## src/rtl/dwflag_pkg.sv

```systemverilog
// Package: shared operation codes and flag-state layout for the dual-width
// flag unit. Assumes a 4-bit operation code; codes 10..15 are unassigned.
package dwflag_pkg;

    typedef enum logic [3:0] {
        OP_ADD    = 4'd0,
        OP_ADDC   = 4'd1,
        OP_SUBFC  = 4'd2,
        OP_ADDE   = 4'd3,
        OP_SUBFE  = 4'd4,
        OP_ADDME  = 4'd5,
        OP_ADDZE  = 4'd6,
        OP_NEG    = 4'd7,
        OP_MD_DW  = 4'd8,
        OP_MD_W   = 4'd9
    } op_e;

    // Flag state; packed order matches the write-data bit positions.
    typedef struct packed {
        logic so;
        logic ov;
        logic ov32;
        logic ca;
        logic ca32;
    } flags_t;

    // True for operations that always write the carry pair.
    function automatic logic sets_carry(input op_e op);
        return (op == OP_ADDC)  || (op == OP_SUBFC) || (op == OP_ADDE) ||
               (op == OP_SUBFE) || (op == OP_ADDME) || (op == OP_ADDZE);
    endfunction

    // True for operations whose overflow comes from outside.
    function automatic logic ext_overflow(input op_e op);
        return (op == OP_MD_DW) || (op == OP_MD_W);
    endfunction

endpackage

```

## src/rtl/dwflag_operand_sel.sv

```systemverilog
// Operand shaper: maps the operation code to the two adder inputs and
// the carry-in. Assumes the stored carry is supplied as ca_cur.
module dwflag_operand_sel
    import dwflag_pkg::*;
#(
    parameter int XLEN = 64
) (
    input  op_e             op,
    input  logic [XLEN-1:0] a,
    input  logic [XLEN-1:0] b,
    input  logic            ca_cur,
    output logic [XLEN-1:0] opa,
    output logic [XLEN-1:0] opb,
    output logic            cin
);

    // Purpose: choose inverted/constant operands and carry-in per operation.
    always_comb begin
        opa = a;
        opb = b;
        cin = 1'b0;
        case (op)
            OP_ADD, OP_ADDC: begin
                opa = a;
                opb = b;
                cin = 1'b0;
            end
            OP_SUBFC: begin
                opa = ~a;
                opb = b;
                cin = 1'b1;
            end
            OP_ADDE: begin
                opa = a;
                opb = b;
                cin = ca_cur;
            end
            OP_SUBFE: begin
                opa = ~a;
                opb = b;
                cin = ca_cur;
            end
            OP_ADDME: begin
                opa = a;
                opb = '1;
                cin = ca_cur;
            end
            OP_ADDZE: begin
                opa = a;
                opb = '0;
                cin = ca_cur;
            end
            OP_NEG: begin
                opa = ~a;
                opb = '0;
                cin = 1'b1;
            end
            OP_MD_DW, OP_MD_W: begin
                opa = a;
                opb = '0;
                cin = 1'b0;
            end
            default: begin
                opa = a;
                opb = b;
                cin = 1'b0;
            end
        endcase
    end

endmodule

```

## src/rtl/dwflag_adder.sv

```systemverilog
// Single full-width adder that also yields the carry and signed overflow
// at the half-width boundary. Assumes XLEN is even; HALF = XLEN/2.
module dwflag_adder #(
    parameter int XLEN = 64
) (
    input  logic [XLEN-1:0] opa,
    input  logic [XLEN-1:0] opb,
    input  logic            cin,
    output logic [XLEN-1:0] sum,
    output logic            c_full,
    output logic            c_half,
    output logic            v_full,
    output logic            v_half
);

    localparam int HALF = XLEN / 2;

    logic [XLEN:0] wide;

    // Purpose: one carry chain for the whole word.
    always_comb begin
        wide = {1'b0, opa} + {1'b0, opb} + {{XLEN{1'b0}}, cin};
    end

    // Purpose: recover boundary carries and signed overflows from the chain.
    always_comb begin
        sum    = wide[XLEN-1:0];
        c_full = wide[XLEN];
        c_half = wide[HALF] ^ opa[HALF] ^ opb[HALF];
        v_full = (opa[XLEN-1] == opb[XLEN-1]) && (wide[XLEN-1] != opa[XLEN-1]);
        v_half = (opa[HALF-1] == opb[HALF-1]) && (wide[HALF-1] != opa[HALF-1]);
    end

endmodule

```

## src/rtl/dwflag_state.sv

```systemverilog
// Flag state: holds CA, CA32, OV, OV32 and sticky SO, choosing the
// mode-dependent and half-width values. A direct write beats any update.
module dwflag_state
    import dwflag_pkg::*;
(
    input  logic   clk,
    input  logic   rst_n,
    input  op_e    op,
    input  logic   mode64,
    input  logic   oe,
    input  logic   upd_en,
    input  logic   ext_ov,
    input  logic   c_full,
    input  logic   c_half,
    input  logic   v_full,
    input  logic   v_half,
    input  logic   wr_en,
    input  flags_t wr_flags,
    output flags_t flags
);

    flags_t nxt;
    logic   ov_new;
    logic   ov32_new;
    logic   carry_op;

    // Purpose: pick the overflow pair this operation would record.
    always_comb begin
        if (ext_overflow(op)) begin
            ov_new   = ext_ov;
            ov32_new = ext_ov;
        end else if (op == OP_NEG) begin
            ov_new   = mode64 ? v_full : v_half;
            ov32_new = ov_new;
        end else begin
            ov_new   = mode64 ? v_full : v_half;
            ov32_new = v_half;
        end
    end

    // Purpose: form the next flag state from write, carry and overflow paths.
    always_comb begin
        carry_op = sets_carry(op);
        nxt      = flags;
        if (wr_en) begin
            nxt = wr_flags;
        end else if (upd_en) begin
            if (carry_op) begin
                nxt.ca   = mode64 ? c_full : c_half;
                nxt.ca32 = c_half;
            end
            if (oe) begin
                nxt.ov   = ov_new;
                nxt.ov32 = ov32_new;
                nxt.so   = flags.so | ov_new;
            end
        end
    end

    // Purpose: flag register with synchronous active-low reset.
    always_ff @(posedge clk) begin
        if (!rst_n) begin
            flags <= '0;
        end else begin
            flags <= nxt;
        end
    end


    reset_clear_chk: assert property (@(posedge clk)
        !rst_n |=> (flags == '0));


    write_wins_chk: assert property (@(posedge clk) disable iff (!rst_n)
        wr_en |=> (flags == $past(wr_flags)));


    so_sticky_chk: assert property (@(posedge clk) disable iff (!rst_n)
        (!wr_en && flags.so) |=> flags.so);


    idle_hold_chk: assert property (@(posedge clk) disable iff (!rst_n)
        (!wr_en && !upd_en) |=> $stable(flags));


    carry_hold_chk: assert property (@(posedge clk) disable iff (!rst_n)
        (!wr_en && !sets_carry(op)) |=> ($stable(flags.ca) && $stable(flags.ca32)));


    narrow_carry_chk: assert property (@(posedge clk) disable iff (!rst_n)
        (!wr_en && upd_en && sets_carry(op) && !mode64) |=> (flags.ca == flags.ca32));


    oe_off_hold_chk: assert property (@(posedge clk) disable iff (!rst_n)
        (!wr_en && !oe) |=> ($stable(flags.ov) && $stable(flags.ov32) && $stable(flags.so)));


    ext_ov_chk: assert property (@(posedge clk) disable iff (!rst_n)
        (!wr_en && upd_en && oe && ext_overflow(op))
            |=> (flags.ov == $past(ext_ov)) && (flags.ov32 == $past(ext_ov)));

endmodule

```

## src/rtl/dwflag_unit.sv

```systemverilog
// Top: dual-width carry/overflow flag unit for an add/subtract datapath.
// RESULT_REG selects a registered (1) or combinational (0) result.
module dwflag_unit
    import dwflag_pkg::*;
#(
    parameter int XLEN       = 64,
    parameter bit RESULT_REG = 1'b0
) (
    input  logic            clk,
    input  logic            rst_n,
    input  logic [3:0]      op_i,
    input  logic [XLEN-1:0] a_i,
    input  logic [XLEN-1:0] b_i,
    input  logic            mode64_i,
    input  logic            oe_i,
    input  logic            upd_en_i,
    input  logic            ext_ov_i,
    input  logic            wr_en_i,
    input  logic [4:0]      wr_flags_i,
    output logic [XLEN-1:0] result_o,
    output logic            ca_o,
    output logic            ca32_o,
    output logic            ov_o,
    output logic            ov32_o,
    output logic            so_o
);

    op_e             op;
    logic [XLEN-1:0] opa;
    logic [XLEN-1:0] opb;
    logic            cin;
    logic [XLEN-1:0] sum;
    logic            c_full;
    logic            c_half;
    logic            v_full;
    logic            v_half;
    flags_t          flags;
    flags_t          wr_flags;

    // Purpose: type the raw operation code and write data.
    always_comb begin
        op       = op_e'(op_i);
        wr_flags = flags_t'(wr_flags_i);
    end

    dwflag_operand_sel #(.XLEN(XLEN)) u_sel (
        .op     (op),
        .a      (a_i),
        .b      (b_i),
        .ca_cur (flags.ca),
        .opa    (opa),
        .opb    (opb),
        .cin    (cin)
    );

    dwflag_adder #(.XLEN(XLEN)) u_add (
        .opa    (opa),
        .opb    (opb),
        .cin    (cin),
        .sum    (sum),
        .c_full (c_full),
        .c_half (c_half),
        .v_full (v_full),
        .v_half (v_half)
    );

    dwflag_state u_state (
        .clk      (clk),
        .rst_n    (rst_n),
        .op       (op),
        .mode64   (mode64_i),
        .oe       (oe_i),
        .upd_en   (upd_en_i),
        .ext_ov   (ext_ov_i),
        .c_full   (c_full),
        .c_half   (c_half),
        .v_full   (v_full),
        .v_half   (v_half),
        .wr_en    (wr_en_i),
        .wr_flags (wr_flags),
        .flags    (flags)
    );

    generate
        if (RESULT_REG) begin : g_res_reg
            logic [XLEN-1:0] res_q;
            // Purpose: register the result alongside the flags.
            always_ff @(posedge clk) begin
                if (!rst_n) begin
                    res_q <= '0;
                end else begin
                    res_q <= sum;
                end
            end
            assign result_o = res_q;
        end else begin : g_res_comb
            assign result_o = sum;
        end
    endgenerate

    // Purpose: expose the flag bits.
    always_comb begin
        ca_o   = flags.ca;
        ca32_o = flags.ca32;
        ov_o   = flags.ov;
        ov32_o = flags.ov32;
        so_o   = flags.so;
    end

endmodule

```

## config.mk

```make
export PLATFORM = sky130hd
export DESIGN_NAME = dwflag_unit
export DESIGN_NICKNAME = d
export VERILOG_FILES = /design/src/rtl/dwflag_pkg.sv /design/src/rtl/dwflag_operand_sel.sv /design/src/rtl/dwflag_adder.sv /design/src/rtl/dwflag_state.sv /design/src/rtl/dwflag_unit.sv
export SDC_FILE = /design/constraint.sdc
export NUM_CORES = 1
export LEC_CHECK = 0
export BUFFER_PORTS_ARGS = -buffer_cell sky130_fd_sc_hd__buf_2
export CAP_MARGIN = 10
export CORE_AREA = 2 2 139 141
export CTS_BUF_LIST = sky130_fd_sc_hd__clkbuf_4 sky130_fd_sc_hd__clkbuf_8
export DETAILED_ROUTE_END_ITERATION = 7
export DIE_AREA = 0 0 141 143
export HOLD_SLACK_MARGIN = 0.15
export PLACE_DENSITY = 0.51
export RECOVER_POWER = 50
export REMOVE_ABC_BUFFERS = 1
export SYNTH_ARGS = -nofsm -noshare
export SYNTH_HDL_FRONTEND = slang
export SYNTH_SLANG_ARGS = --single-unit
```

## constraint.sdc

```tcl
create_clock -name clk -period 10.66 [get_ports clk]
set_input_delay 1.066 -clock clk [delete_from_list [all_inputs] [get_ports clk]]
set_output_delay 1.066 -clock clk [all_outputs]
set_load 0.02 [all_outputs]
```

==> results.json, run 1 <==
{
  "layout_commonest_cell": "buf_2",
  "seqCellArea_um2": 100,
  "syn_inst": 765,
  "syn2layout_area_growth_pct": 21.8,
  "die_h_um": 143,
  "yosysSeqAreaShare_pct": 1.83,
  "peakVddDrop_mv": 0.0971,
  "synth_cell_type_count": 66,
  "antenna_found_initial": 5,
  "drive_gt1_share_pct": 22.6,
  "reg_top3": "u_state.flags x5",
  "filler_cell_count": 2101,
  "critical_path_arrival_ps": 7520,
  "wl_um": 18700,
  "slowest_delay_ps": 2180,
  "die_w_um": 141,
  "clock_path_buffers": 2,
  "critical_path_class": "in2out",
  "ctsResizeCount": 0,
  "setup_tns_ps": 0,
  "grt_pass1_wl_um": 29500,
  "end_kind": "output pin",
  "grtUsageTotal_pct": 17.6,
  "grt_start_max_net_pins": 65,
  "ff2ff_setup_slack_ps": 6830,
  "reg2reg_depth": 15,
  "whs_endpoint": "u_state.flags[1]",
  "final_cell_mix": "buf_2 (183), a21o_1 (115), xor2_1 (90)",
  "vias_per_cell": 5.16,
  "avgSynthCellArea_um2": 7.15,
  "hold_viol_final": 0,
  "synth_edf_count": 0,
  "r2r-end": "u_state.flags[1]",
  "required_ps": 9590,
  "cellPowerDensity_nw_per_um2": 130,
  "drv_cap": 1,
  "yosys_most_used_dff": "dfxtp_1",
  "rows": 50,
  "cts_tree": "done",
  "gr-total-overflow": 0,
  "ios": 213,
  "relSlewSlack_pct": -97.7,
  "min_path_cells": 4,
  "dpl.hpwl_um": 15500,
  "cp_cell_sequence": "buf_2 -> nand2_1 -> inv_1 -> o21ai_0 -> a21oi_1 -> buf_4 -> xor2_1 -> ha_1 -> a21oi_4 -> nand2_1 -> a221o_1 -> or3_1 -> o211ai_2 -> o31ai_2 -> a31o_2 -> a21oi_1 -> nor2b_1 -> xnor2_1 -> buf_2",
  "ctsHoldBuffers": 0,
  "largest_reg_flops": 5,
  "rsz0062_at_grt": "false",
  "drtIter0Drc": 221,
  "holdCritStartpoint": "u_state.flags[1]",
  "yosysWarnings": 0,
  "min-delay-path-class": "reg2reg",
  "worst_clock_skew_ps": 0.170,
  "synth.cell_area_um2": 5470,
  "gp_congestion": 0.867,
  "dieArea_um2": 20200,
  "grt_pass1_vias": 5894,
  "clock_latency_ps": 220,
  "cts.clk_slew.worst_paths_ps": 40,
  "report.final.slew_viol_count": 26,
  "root_buffer": "clkbuf_8",
  "first_pass_iters": 4,
  "synthArstFlopShare_pct": 0,
  "vias": 6057,
  "p_total_w": 0.000867,
  "numCtsBuffers": 3,
  "p_leak_nw": 3.61,
  "multi_input_area_um2": 5120,
  "setup_viol": 0,
  "ys_seq_elements": 5,
  "start_util_pct": 29.4,
  "cp-start-kind": "primary input",
  "cts_max_level": 1,
  "cp.buffers_inverters": 4,
  "crit_slowest_cell": "a21oi_1",
  "wl_per_cell_um": 16.0,
  "numPortBuffers": 212,
  "timing.fmax_mhz": 116,
  "postCtsSetupRepairBufs": 0,
  "post-route-min-period_ps": 8590,
  "critical-path-top-delay-family": "compound AO/OA/AOI/OAI gates",
  "tightest_slew_ps": 2970,
  "reg2reg_from": "u_state.flags[1]",
  "design.core.area_um2": 18600,
  "drc_errors": 0,
  "status": "complete, but fails checks",
  "ant_nets": 0,
  "fin_nets": 1145,
  "violations": "max-capacitance violations, max-slew violations",
  "worstPathMaxFanout": 40,
  "period_share_pct": 80.6,
  "top_register": "u_state.flags",
  "cts.sinks": 5
}
==> report_power, final <==
group | leakage, nW | switching, W | internal, W
Clock | 0.0262 | 0.00000984 | 0.0000282
Sequential | 0.0411 | 0.00000106 | 0.0000205
Combinational | 3.55 | 0.000508 | 0.000299
==> layout make-up <==
| class | instances | area share, % |
|---|---|---|
| Tap cell | 234 | 4.39 |
| Inverter | 11 | 0.620 |
| Antenna cell | 4 | 0.150 |
| Multi-Input combinational cell | 700 | 76.9 |
| Sequential cell | 5 | 1.50 |
| Timing Repair Buffer | 215 | 15.7 |
| Clock buffer | 4 | 0.732 |
==> per-layer routing <==
metal | vias up | track usage [%] | share of wire (%)
li1 | 3150 | - | -
met5 | - | 0 | 0.069
met2 | 166 | 31.2 | 47
met4 | 2 | 1.21 | 0.44
met1 | 2731 | 23.4 | 47
met3 | 8 | 2.82 | 5.9
==> synth_stat cells, types with 6 or more instances <==
library cell,count,area share (%)
a211oi_1,6,0.82
a21o_1,115,16
a21oi_1,74,6.8
buf_2,10,0.91
clkbuf_1,36,2.5
ha_1,63,14
inv_1,11,0.75
nand2_1,65,4.5
nand2b_1,13,1.5
nand3_1,10,0.91
nand4_1,18,2.1
nor2_1,41,2.8
nor2b_1,8,0.91
nor3_1,9,0.82
o211ai_1,8,1.1
o21a_1,10,1.4
o21ai_0,39,3.6
o21ai_1,9,0.82
o21bai_1,7,0.96
xnor2_1,34,5.4
xor2_1,90,14
==> worst register-to-register path, stage by stage (launching register included) <==
cell       delay (ps)
dfxtp_1           350
o21ai_0           100
a21o_1            200
fa_1              390
inv_1              80
fa_1              240
a211oi_1          110
o211ai_1          240
nand2_2            90
a21oi_1           430
o2111ai_2         260
a2111oi_2         440
nor2_2            140
o31ai_4           370
a31oi_1           180
o21ai_1           140
==> worst max-delay path by stage <==
stage                    to     from  cells past startpoint  slack, ps
2_1_floorplan  result_o[60]  op_i[0]                     17        900
3_3_place_gp   result_o[58]  op_i[2]                     19       3570
3_5_place_dp   result_o[56]  op_i[2]                     19       3480
4_1_cts        result_o[56]  op_i[2]                     19       3450
5_1_grt        result_o[55]  op_i[2]                     18       1550
6_report       result_o[56]  op_i[2]                     19       2070
==> cell families after synthesis <==
group / Yosys count / synth area share [%]
AOI/OAI and AO/OA: 315 / 40.6
xor gates and xnor gates: 125 / 20.3
adders and majority gates: 65 / 15.1
buffers and inverters: 60 / 4.55
DFF: 5 / 1.83
muxes: 4 / 0.777
and+or+nand+nor: 191 / 16.9
==> stage by stage <==
| stage | area [um2] | hold WS (ps) | instances | setup slack, ps | utilization, % |
|---|---|---|---|---|---|
| finish | 6660 | 620 | 1173 | 2070 | 35.9 |
| global placement | 6660 | 616 | 1165 | 3570 | 35.9 |
| detailed placement | 6660 | 618 | 1165 | 3480 | 35.9 |
| floorplan | 5260 | 642 | 716 | 899 | - |
| CTS | 6710 | 625 | 1169 | 3450 | 36.1 |
| global route | 6660 | 706 | 1171 | 1550 | 35.8 |
(Power assumes the default switching activity.)
==> inputs of run 2 (changes only) <==
PLACE_DENSITY = 0.53   (was 0.51)
clock period = 7 ns   (was 10.66 ns; I/O delays follow)
==> results.json, run 2 (synthesized netlist as in run 1, its figures left out) <==
{
  "cp-startpoint": "op_i[3]",
  "wl_um": 18900,
  "gp_congestion": 0.840,
  "drive_gt1_share_pct": 22.5,
  "ctsResizeCount": 0,
  "p_leak_nw": 3.62,
  "ios": 213,
  "hold_viol_final": 0,
  "critical_path_class": "in2out",
  "drc_errors": 0,
  "postCtsSetupRepairBufs": 0,
  "min_path_cells": 4,
  "root_buffer": "clkbuf_8",
  "first_pass_iters": 5,
  "design_area_um2": 6670,
  "cp-start-kind": "primary input",
  "syn2layout_area_growth_pct": 21.9,
  "reg2reg_depth": 12,
  "drv_cap": 0,
  "gr-total-overflow": 0,
  "grt_pass1_vias": 5910,
  "clock_path_buffers": 2,
  "period_share_pct": 88.0,
  "top_register": "u_state.flags",
  "p_total_w": 0.00133,
  "setup_viol": 0,
  "die_h_um": 143,
  "peakVddDrop_mv": 0.113,
  "worst_clock_skew_ps": 1.70,
  "grtUsageTotal_pct": 17.6,
  "relSlewSlack_pct": 33.4,
  "numPortBuffers": 212,
  "rows": 50,
  "worstPathMaxFanout": 41,
  "ctsHoldBuffers": 0,
  "place_worst_setup_slack_ps": 1030,
  "ant_nets": 0,
  "grt_start_max_net_pins": 64,
  "worst_slack_ps": 841,
  "cts.clk_slew.worst_paths_ps": 40,
  "critical_path_arrival_ps": 5460,
  "cts_tree": "done",
  "cts.sinks": 5,
  "required_ps": 6300,
  "report.final.slew_viol_count": 0,
  "dpl.hpwl_um": 15600,
  "placed_cell_area_um2": 6670,
  "grt_pass1_wl_um": 29500,
  "hold_slack_ps": 635,
  "post-route-min-period_ps": 6160,
  "min-delay-path-class": "reg2reg",
  "vias": 6041,
  "timing.fmax_mhz": 162,
  "dieArea_um2": 20200,
  "whs_endpoint": "u_state.flags[1]",
  "design.core.area_um2": 18600,
  "setup_tns_ps": 0,
  "largest_reg_flops": 5,
  "clock_latency_ps": 220,
  "numCtsBuffers": 3,
  "cellPowerDensity_nw_per_um2": 199,
  "antenna_found_initial": 3,
  "holdCritStartpoint": "u_state.flags[1]",
  "layout_commonest_cell": "buf_2",
  "drtIter0Drc": 172,
  "status": "finished clean",
  "end_kind": "output pin",
  "die_w_um": 141,
  "cts_max_level": 1,
  "tightest_slew_ps": 996,
  "r2r-end": "u_state.flags[2]",
  "reg_top3": "u_state.flags x5",
  "fin_nets": 1146,
  "vias_per_cell": 5.15,
  "start_util_pct": 29.4,
  "reg2reg_from": "u_state.flags[1]",
  "final_cell_mix": "buf_2 (184), a21o_1 (115), xor2_1 (90)",
  "rsz0062_at_grt": "false",
  "ff2ff_setup_slack_ps": 3330,
  "wl_per_cell_um": 16.1
}
[run 2: cell count changes in the layout (fill, tap and decap cells not counted), sizes merged]
cell / change
buf: +2
clkbuf: -1
diode: -2
[run 2: worst max-delay path, stage by stage]
cell and delay [ps]:
clkbuf_1 290, nor3b_1 700, nor2_4 370, a21o_1 270
ha_1 380, a21oi_1 200, o211a_1 210, nor4_1 60
o31ai_1 350, nand2_1 150, a211oi_1 600, o31ai_4 160
a41oi_1 440, o21ai_1 150, xor2_1 220, buf_2 210
[run 2: layout make-up]
type	instances	area, um2
fill	2065	11900
multi-input combinational	700	5130
timing repair buffer	216	1060
tap	234	293
sequential	5	100
clock buffer	4	48.8
inverter	11	41.3
antenna	2	5.00
[run 2: through the flow]
| step | std cells | util, % |
|---|---|---|
| 3_3_place_gp | 1166 | 35.9 |
| 6_report | 1172 | 35.9 |
| 2_1_floorplan | 716 | - |
| 5_1_grt | 1170 | 35.9 |
| 4_1_cts | 1170 | 36.2 |
| 3_5_place_dp | 1166 | 35.9 |
[run 2: worst max path at each step]
stage	endpoint	cells after the start
floorplan	result_o[60]	17
CTS	result_o[57]	16
global placement	result_o[60]	18
detailed placement	result_o[57]	16
finish	result_o[61]	16
global route	result_o[61]	16
[run 2: report_power, final]
group          internal (W)  leakage, nW  total (W)  switching [W]
clock network     0.0000430       0.0262  0.0000580      0.0000150
logic              0.000456         3.55    0.00123       0.000779
registers         0.0000312       0.0411  0.0000328     0.00000165
[run 2: metal layers]
| layer | global-route usage [%] | share of wire [%] | vias up |
|---|---|---|---|
| li1 | - | - | 3148 |
| met1 | 23.9 | 47 | 2713 |
| met2 | 31.5 | 47 | 174 |
| met3 | 2.18 | 6.0 | 4 |
| met4 | 0.789 | 0.053 | 2 |
| met5 | 0 | 0.069 | - |
